`src/rtl/lso_pkg.sv`:
```
package lso_pkg;

    typedef struct packed {
        logic grant;
        logic block;
    } lso_rsp_t;

endpackage

```
`src/rtl/lso_age_cmp.sv`:
```
module lso_age_cmp #(
    parameter int TW = 3
) (
    input  logic [TW-1:0] head,
    input  logic [TW-1:0] a_tag,
    input  logic [TW-1:0] b_tag,
    output logic          a_older
);
    logic [TW-1:0] dist_a;
    logic [TW-1:0] dist_b;

    always_comb begin
        dist_a  = a_tag - head;
        dist_b  = b_tag - head;
        a_older = (dist_a < dist_b);
    end
endmodule

```
`src/rtl/lso_store_table.sv`:
```
module lso_store_table #(
    parameter int DEPTH = 8,
    parameter int AW    = 16,
    localparam int TW   = $clog2(DEPTH)
) (
    input  logic                      clk,
    input  logic                      rst_n,
    input  logic                      flush,
    input  logic                      alloc,
    input  logic [TW-1:0]             alloc_tag,
    input  logic                      addr_set,
    input  logic [TW-1:0]             addr_tag,
    input  logic [AW-1:0]             addr_val,
    input  logic                      retire,
    input  logic [TW-1:0]             retire_tag,
    output logic [DEPTH-1:0]          busy,
    output logic [DEPTH-1:0]          known,
    output logic [DEPTH-1:0][AW-1:0]  addr
);
    typedef struct packed {
        logic [DEPTH-1:0]         busy;
        logic [DEPTH-1:0]         known;
        logic [DEPTH-1:0][AW-1:0] addr;
    } tbl_t;

    tbl_t tbl_d, tbl_q;

    always_comb begin
        tbl_d = tbl_q;
        for (int i = 0; i < DEPTH; i++) begin
            if (alloc && alloc_tag == TW'(i)) begin
                tbl_d.busy[i]  = 1'b1;
                tbl_d.known[i] = 1'b0;
            end
            if (addr_set && addr_tag == TW'(i) && tbl_d.busy[i]) begin
                tbl_d.known[i] = 1'b1;
                tbl_d.addr[i]  = addr_val;
            end
            if (retire && retire_tag == TW'(i)) begin
                tbl_d.busy[i]  = 1'b0;
                tbl_d.known[i] = 1'b0;
            end
        end
        if (flush) begin
            tbl_d.busy  = '0;
            tbl_d.known = '0;
        end
    end

    always_ff @(posedge clk) begin
        if (!rst_n) begin
            tbl_q <= '0;
        end else begin
            tbl_q <= tbl_d;
        end
    end

    assign busy  = tbl_q.busy;
    assign known = tbl_q.known;
    assign addr  = tbl_q.addr;
endmodule

```
`src/rtl/lso_hazard_scan.sv`:
```
module lso_hazard_scan #(
    parameter int DEPTH = 8,
    parameter int AW    = 16,
    localparam int TW   = $clog2(DEPTH)
) (
    input  logic [TW-1:0]             head,
    input  logic [TW-1:0]             ld_tag,
    input  logic [AW-1:0]             ld_addr,
    input  logic [DEPTH-1:0]          busy,
    input  logic [DEPTH-1:0]          known,
    input  logic [DEPTH-1:0][AW-1:0]  addr,
    output logic                      conflict
);
    logic [DEPTH-1:0] older;
    logic [DEPTH-1:0] hit;

    for (genvar g = 0; g < DEPTH; g++) begin : g_slot
        lso_age_cmp #(.TW(TW)) u_age (
            .head    (head),
            .a_tag   (TW'(g)),
            .b_tag   (ld_tag),
            .a_older (older[g])
        );
        assign hit[g] = busy[g] && older[g] && (!known[g] || addr[g] == ld_addr);
    end

    assign conflict = |hit;
endmodule

```
`src/rtl/lso_order_check.sv`:
```
module lso_order_check #(
    parameter int DEPTH = 8,
    parameter int AW    = 16,
    localparam int TW   = $clog2(DEPTH)
) (
    input  logic          clk,
    input  logic          rst_n,
    input  logic          flush_i,
    input  logic [TW-1:0] head_tag_i,
    input  logic          st_alloc_i,
    input  logic [TW-1:0] st_alloc_tag_i,
    input  logic          st_addr_set_i,
    input  logic [TW-1:0] st_addr_tag_i,
    input  logic [AW-1:0] st_addr_i,
    input  logic          st_retire_i,
    input  logic [TW-1:0] st_retire_tag_i,
    input  logic          ld_req_i,
    input  logic [TW-1:0] ld_tag_i,
    input  logic [AW-1:0] ld_addr_i,
    output logic          ld_grant_o,
    output logic          ld_block_o,
    output logic [TW-1:0] ld_rsp_tag_o
);
    import lso_pkg::*;

    typedef struct packed {
        lso_rsp_t      rsp;
        logic [TW-1:0] tag;
    } out_t;

    logic [DEPTH-1:0]         slot_busy;
    logic [DEPTH-1:0]         slot_known;
    logic [DEPTH-1:0][AW-1:0] slot_addr;
    logic                     conflict;
    out_t                     out_d, out_q;

    lso_store_table #(.DEPTH(DEPTH), .AW(AW)) u_table (
        .clk        (clk),
        .rst_n      (rst_n),
        .flush      (flush_i),
        .alloc      (st_alloc_i),
        .alloc_tag  (st_alloc_tag_i),
        .addr_set   (st_addr_set_i),
        .addr_tag   (st_addr_tag_i),
        .addr_val   (st_addr_i),
        .retire     (st_retire_i),
        .retire_tag (st_retire_tag_i),
        .busy       (slot_busy),
        .known      (slot_known),
        .addr       (slot_addr)
    );

    lso_hazard_scan #(.DEPTH(DEPTH), .AW(AW)) u_scan (
        .head     (head_tag_i),
        .ld_tag   (ld_tag_i),
        .ld_addr  (ld_addr_i),
        .busy     (slot_busy),
        .known    (slot_known),
        .addr     (slot_addr),
        .conflict (conflict)
    );

    always_comb begin
        out_d           = out_q;
        out_d.rsp.grant = ld_req_i && !flush_i && !conflict;
        out_d.rsp.block = ld_req_i && !flush_i && conflict;
        if (ld_req_i) begin
            out_d.tag = ld_tag_i;
        end
    end

    always_ff @(posedge clk) begin
        if (!rst_n) begin
            out_q <= '0;
        end else begin
            out_q <= out_d;
        end
    end

    assign ld_grant_o   = out_q.rsp.grant;
    assign ld_block_o   = out_q.rsp.block;
    assign ld_rsp_tag_o = out_q.tag;
endmodule

```
`config.mk`:
```
export PLATFORM = sky130hd
export DESIGN_NAME = lso_order_check
export DESIGN_NICKNAME = d
export VERILOG_FILES = /design/src/rtl/lso_pkg.sv /design/src/rtl/lso_age_cmp.sv /design/src/rtl/lso_store_table.sv /design/src/rtl/lso_hazard_scan.sv /design/src/rtl/lso_order_check.sv
export SDC_FILE = /design/constraint.sdc
export NUM_CORES = 1
export LEC_CHECK = 0
export BUFFER_PORTS_ARGS = -buffer_cell sky130_fd_sc_hd__buf_2
export CAP_MARGIN = 20
export CORE_ASPECT_RATIO = 1.75
export CORE_MARGIN = 10
export CORE_UTILIZATION = 39
export CTS_CLUSTER_DIAMETER = 120
export DETAILED_ROUTE_END_ITERATION = 7
export PLACE_DENSITY_LB_ADDON = 0.15
export SYNTH_ARGS = -nofsm -noshare
export SYNTH_HDL_FRONTEND = slang
export SYNTH_SLANG_ARGS = --single-unit
```
`constraint.sdc`:
```
create_clock -name clk -period 2.5 [get_ports clk]
set_clock_uncertainty 0.05 [all_clocks]
set_input_delay 0.125 -clock clk [delete_from_list [all_inputs] [get_ports clk]]
set_output_delay 0.125 -clock clk [all_outputs]
set_load 0.005 [all_outputs]
```
Word-level counts from Yosys, hierarchy flattened
Index checks and enable logic that the tools add are counted.
Widths: inputs -> output; s select.
{ "op_classes": {"n_addsub": 9, "order_cmp": 8, "n_eq_ne": 29, "muxes": 24, "bitwise": 1, "reduce_logical": 89} }
{ "ops": {"columns": ["operator", "n"], "rows": [
  ["$eq 16x16->1", 8],
  ["$logic_and 1x1->1", 51],
  ["$eq 3x3->1 const B", 12],
  ["$lt 3x3->1", 8],
  ["$mux 1", 24],
  ["$reduce_or 3->1", 8],
  ["$eq 3x2->1 const B", 6],
  ["$reduce_bool 2->1", 8],
  ["$sub 3x3->3 const A", 4],
  ["$logic_not 1->1", 10],
  ["$eq 3x1->1 const B", 3],
  ["$logic_not 3->1", 3],
  ["$logic_or 1x1->1", 8],
  ["$reduce_or 8->1", 1],
  ["$sub 1x3->3 const A", 2],
  ["$sub 2x3->3 const A", 2],
  ["$sub 3x3->3", 1],
  ["$not 1->1", 1]
]} }
{ "word_totals": {"regBits": 149, "in_bits": 54, "out_inout_bits": 5, "word_cells": 187} }

Logic depth before layout (Yosys ltp)
{ "logic_depth": {"word_depth": 7, "depth_mapped": 10} }

By module
Synthesis repeated with hierarchy kept, for this count alone.
{ "unflattened": {"cells_unflattened": 882, "hier_area_um2": 8540.7} }
{ "by_module_without_submodules": {"columns": ["mod", "n_inst", "cells_each", "area_per_inst_um2", "seq_area_each_um2"], "rows": [
  ["lso_store_table", 1, 514, 5416.4, 2882.8],
  ["lso_hazard_scan", 1, 203, 1590.3, 0.0],
  ["lso_age_cmp", 8, 19, 170.2, 0.0],
  ["lso_order_check", 1, 13, 172.7, 100.1]
]} }

Least setup slack after synthesis
Ideal clock, no wire load.
{ "synth_timing": {"path_kind": "input to register", "startpoint": "input ld_tag_i[0]", "endpoint": "register out_q (netlist bit ld_block_o)", "setup_time_ns": 0.115, "arrival_ns": 2.184, "path_slack_ns": 0.151, "cell_stages": 10, "path_buffers": 0, "cell_sequence": "nand2b_1 fa_1 xnor2_1 xnor2_1 ha_1 inv_1 o211a_1 a22oi_1 o2111ai_1 o21ba_2"} }
{ "synth_between": {"elab_chain_cells": 6} }
{ "synth_lines": {"columns": ["item", "line_no", "text"], "rows": [
  ["start, declared", "lso_order_check.sv:18", "input logic [TW-1:0] ld_tag_i,"],
  ["$sub 3x3->3 *", "lso_age_cmp.sv:14", "dist_b = b_tag - head;"],
  ["$lt 3x3->1", "lso_age_cmp.sv:15", "a_older = (dist_a < dist_b);"],
  ["$logic_and 1x1->1 (2 in series)", "lso_hazard_scan.sv:24", "assign hit[g] = busy[g] && older[g] && (!known[g] || addr[g] == ld_addr);"],
  ["$reduce_or 8->1 *", "lso_hazard_scan.sv:27", "assign conflict = |hit;"],
  ["$logic_and 1x1->1 *", "lso_order_check.sv:66", "out_d.rsp.block = ld_req_i && !flush_i && conflict;"],
  ["end signal, assigned", "lso_order_check.sv:76", "out_q <= out_d;"],
  ["end, declared", "lso_order_check.sv:35", "out_t out_d, out_q;"]
]} }
Every way passes the cells marked *; elsewhere a longest branch is shown, timed or not.
A chain may end at the register's enable or synchronous reset.

Worst setup path after layout
{ "layout_timing": {"startpoint": "input ld_tag_i[1]", "endpoint": "register out_q (netlist bit ld_block_o)"} }
The elaborated chain is that of the path after synthesis.

==> reports/results.ini <==
[sta]
achievable-frequency_mhz=416
timing_worst_slew_pin_value_ns=0.772
timing_hold_violations_final=0
setup_viol_count_final=0
final.period_utilization=0.961
slew_viol_final=0
finalCriticalPeriod_ns=2.40
slew-limit-headroom=0.480

[grt]
grt_start_max_net_pins=132
antenna_found_initial=1
grt_pass1_vias=5838
grt-ovfl-total=0
grt_pass1_wl_mm=35.4
global_route.usage.total=0.180

[placement]
place_area_sq_mm=0.00804
globalplace.congestion=0.846
portBuffers=58
hpwlAfterDp_mm=16.9

[worst_hold_path]
worst_hold_path_type=input pin to flip-flop

[clocking]
cts.htree.levels=4
clk_pin_slew_worst_paths_ns=0.06
cts_sinks=149
cts_made_buffers=17
post-cts-setup-buffer-count=0
tritoncts=done
max_buffers_root_to_sink=2
clock-root-buffer=clkbuf_16
clk_latency_ns=0.42

[worst_setup_path]
critPathCaptureType=flip-flop
worstSetupStartpointType=input pin
timing.critical_path.cells=dlygate4sd3_1 > buf_2 > fa_2 > xnor2_2 > xnor2_2 > ha_1 > inv_1 > o211a_1 > a22oi_1 > o2111ai_2 > o21ba_2
crit_top_cell=xnor2_2
crit_path_max_fanout=2
timing.critical_path.slowest_cell_delay_ns=0.54
crit_slowest_cell=dlygate4sd3_1
worst-endpoint-required_ns=2.77
timing_worst_setup_path_type=input pin to flip-flop
wp_data_arrival_ns=2.67

[route]
route.antenna.remaining_nets=0
drcViolationCount=0
average_via_count_per_standard_cell=5.09
post_drt_wl_per_cell_microns=21.4
dr.pass1.iters=4
vias=5527
dr.first_iter.drc_count=365
postRouteWirelength_mm=23.2

[layout]
area.growth.synth_to_final_pct=15.5
n_antenna_cell=0
post_route_cells_drive_above_1_share=0.138
finalNetCount=898
mostFrequentLayoutCells=dfxtp_1 (149), nor2b_1 (117), mux2i_1 (115)
final_cell_area_sq_mm=0.00883
most_common_cell_after_layout_fill_and_taps_aside=dfxtp_1

[synthesis]
synth_compound_gate_area_share=0.0543
post_synth_mux_area_share=0.151
synth_cell_type_count=43
avgSynthCellArea_sq_um=9.67
dominantRegCellSynth=dfxtp_1
synth_simple_gate_area_share=0.183
syn-num-nets=856
dominant_combinational_cell_family_by_area_after_synthesis=simple AND/OR/NAND/NOR gates
synth.top_cells.by_area=dfxtp_1 (39%), mux2i_1 (15%), nor2b_1 (9.6%)
number_of_enable_flip_flop_cells_after_synthesis=0
yosys_warn_count=0
seq_area_frac_synth=0.390
post-synth-top-area-cell=dfxtp_1
synth-adder-area-share=0.0190
synth_top_area_frac=0.390
synth_xor_area_frac=0.153
synthArstFlopShare=0
syn_inst=791
synth_area_sq_mm=0.00765
postSynthRegisterBits=149

[pwr]
cellPowerDensity_mw_per_mm2=630
worst_ir_drop_vdd_mv=0.339
finalPower_mw=5.56
power_leakage_nw=3.80

[outcome]
run_status=completed

[floorplanning]
starting_density_of_the_core=0.398
floorplan.core_area_sq_mm=0.0192
rows=67
floorplan.die_area_sq_mm=0.0258
die_h_microns=205
chipWidth_microns=126
io_pins=59

[flow_run]
max_cap_viol_count=0

## layer usage
metal / global-route usage / part of all wire / wire, microns / vias to the layer above
met2: 0.338 / 0.54 / 12500 / 121
li1: - / - / - / 2715
met4: 0.0882 / 0.039 / 911 / 0
met1: 0.190 / 0.39 / 9010 / 2642
met5: 0 / 0 / 0 / -
met3: 0.0281 / 0.035 / 823 / 49
## Yosys cell counts (11+ instances only)
master,count
a21oi_1,14
buf_2,22
clkbuf_1,33
dfxtp_1,149
mux2i_1,115
nand2_1,50
nand2b_1,11
nand4_1,24
nor2_1,11
nor2b_1,117
nor4_1,13
xnor2_1,83
xor2_1,51
## logic make-up after synthesis
logic type / after synthesis
multiplexers: 115
buffers and inverters: 76
AND/OR/NAND/NOR: 245
XOR/XNOR: 134
adder cells (fa/ha/maj): 11
flip-flops: 149
AO/OA/AOI/OAI: 61
## critical path, delay by kind of cell
kind | cells | cell delay [ns]
buffers and inverters | 3 | 0.72
adders and majority gates | 2 | 0.69
xor gates and xnor gates | 2 | 0.35
AOI/OAI and AO/OA | 4 | 0.77
## path summary, 6_finish.rpt
| path | from | end | slack [ns] | cells past startpoint |
|---|---|---|---|---|
| worst max-delay path | ld_tag_i[1] | ld_block_o$_SDFF_PN0_ | 0.1 | 11 |
| worst min-delay path | st_addr_i[7] | u_table.addr[71]$_SDFFE_PN0P_ | 0.02 | 3 |
| worst max register to register | u_table.addr[32]$_SDFFE_PN0P_ | ld_block_o$_SDFF_PN0_ | 0.38 | 6 |
| worst min register to register | u_table.addr[77]$_SDFFE_PN0P_ | u_table.addr[77]$_SDFFE_PN0P_ | 0.42 | 2 |
## flip-flops by register name (all words and copies together), names as in the netlist
register / flops
u_table.addr: 128
u_table.busy: 8
u_table.known: 8
ld_rsp_tag_o: 3
ld_block_o: 1
ld_grant_o: 1
## metrics by stage
stage                     std cells  hold WS, ns  utilization  worst slack (ns)  TNS, ns
after floorplan                 791        0.208            -             0.151        0
after global placement         1040        0.392        0.419            0.0279        0
after detailed placement       1040        0.389        0.419          0.000601        0
after CTS                      1085      0.00101        0.457            0.0181        0
after global routing           1086       0.0271        0.460           -0.0177  -0.0177
final                          1086       0.0172        0.460            0.0984        0
## power by group
group / total (mW) / switching [mW] / internal (mW)
registers: 2.39 / 0.00781 / 2.39
clock network: 2.62 / 1.02 / 1.59
logic: 0.555 / 0.325 / 0.230
total: 5.56 / 1.35 / 4.21
## area by class of cell
cell class                 instances  area, sq um
inverter                           8         30.0
multi-input combinational        566         4330
sequential                       149         2980
fill                            1826        10400
tap                              241          302
clock inverter                    11          153
clock buffer                      20          447
timing repair buffer              91          593
## timing repair
| item | 4_1_cts | 5_1_grt |
|---|---|---|
| gates resized for setup | 0 | 4 |
| endpoints found under the hold margin | 13 | 0 |
| hold buffers | 14 | 0 |
| endpoints found under the setup margin | 0 | 2 |
Power figures use the tool's default switching activity.
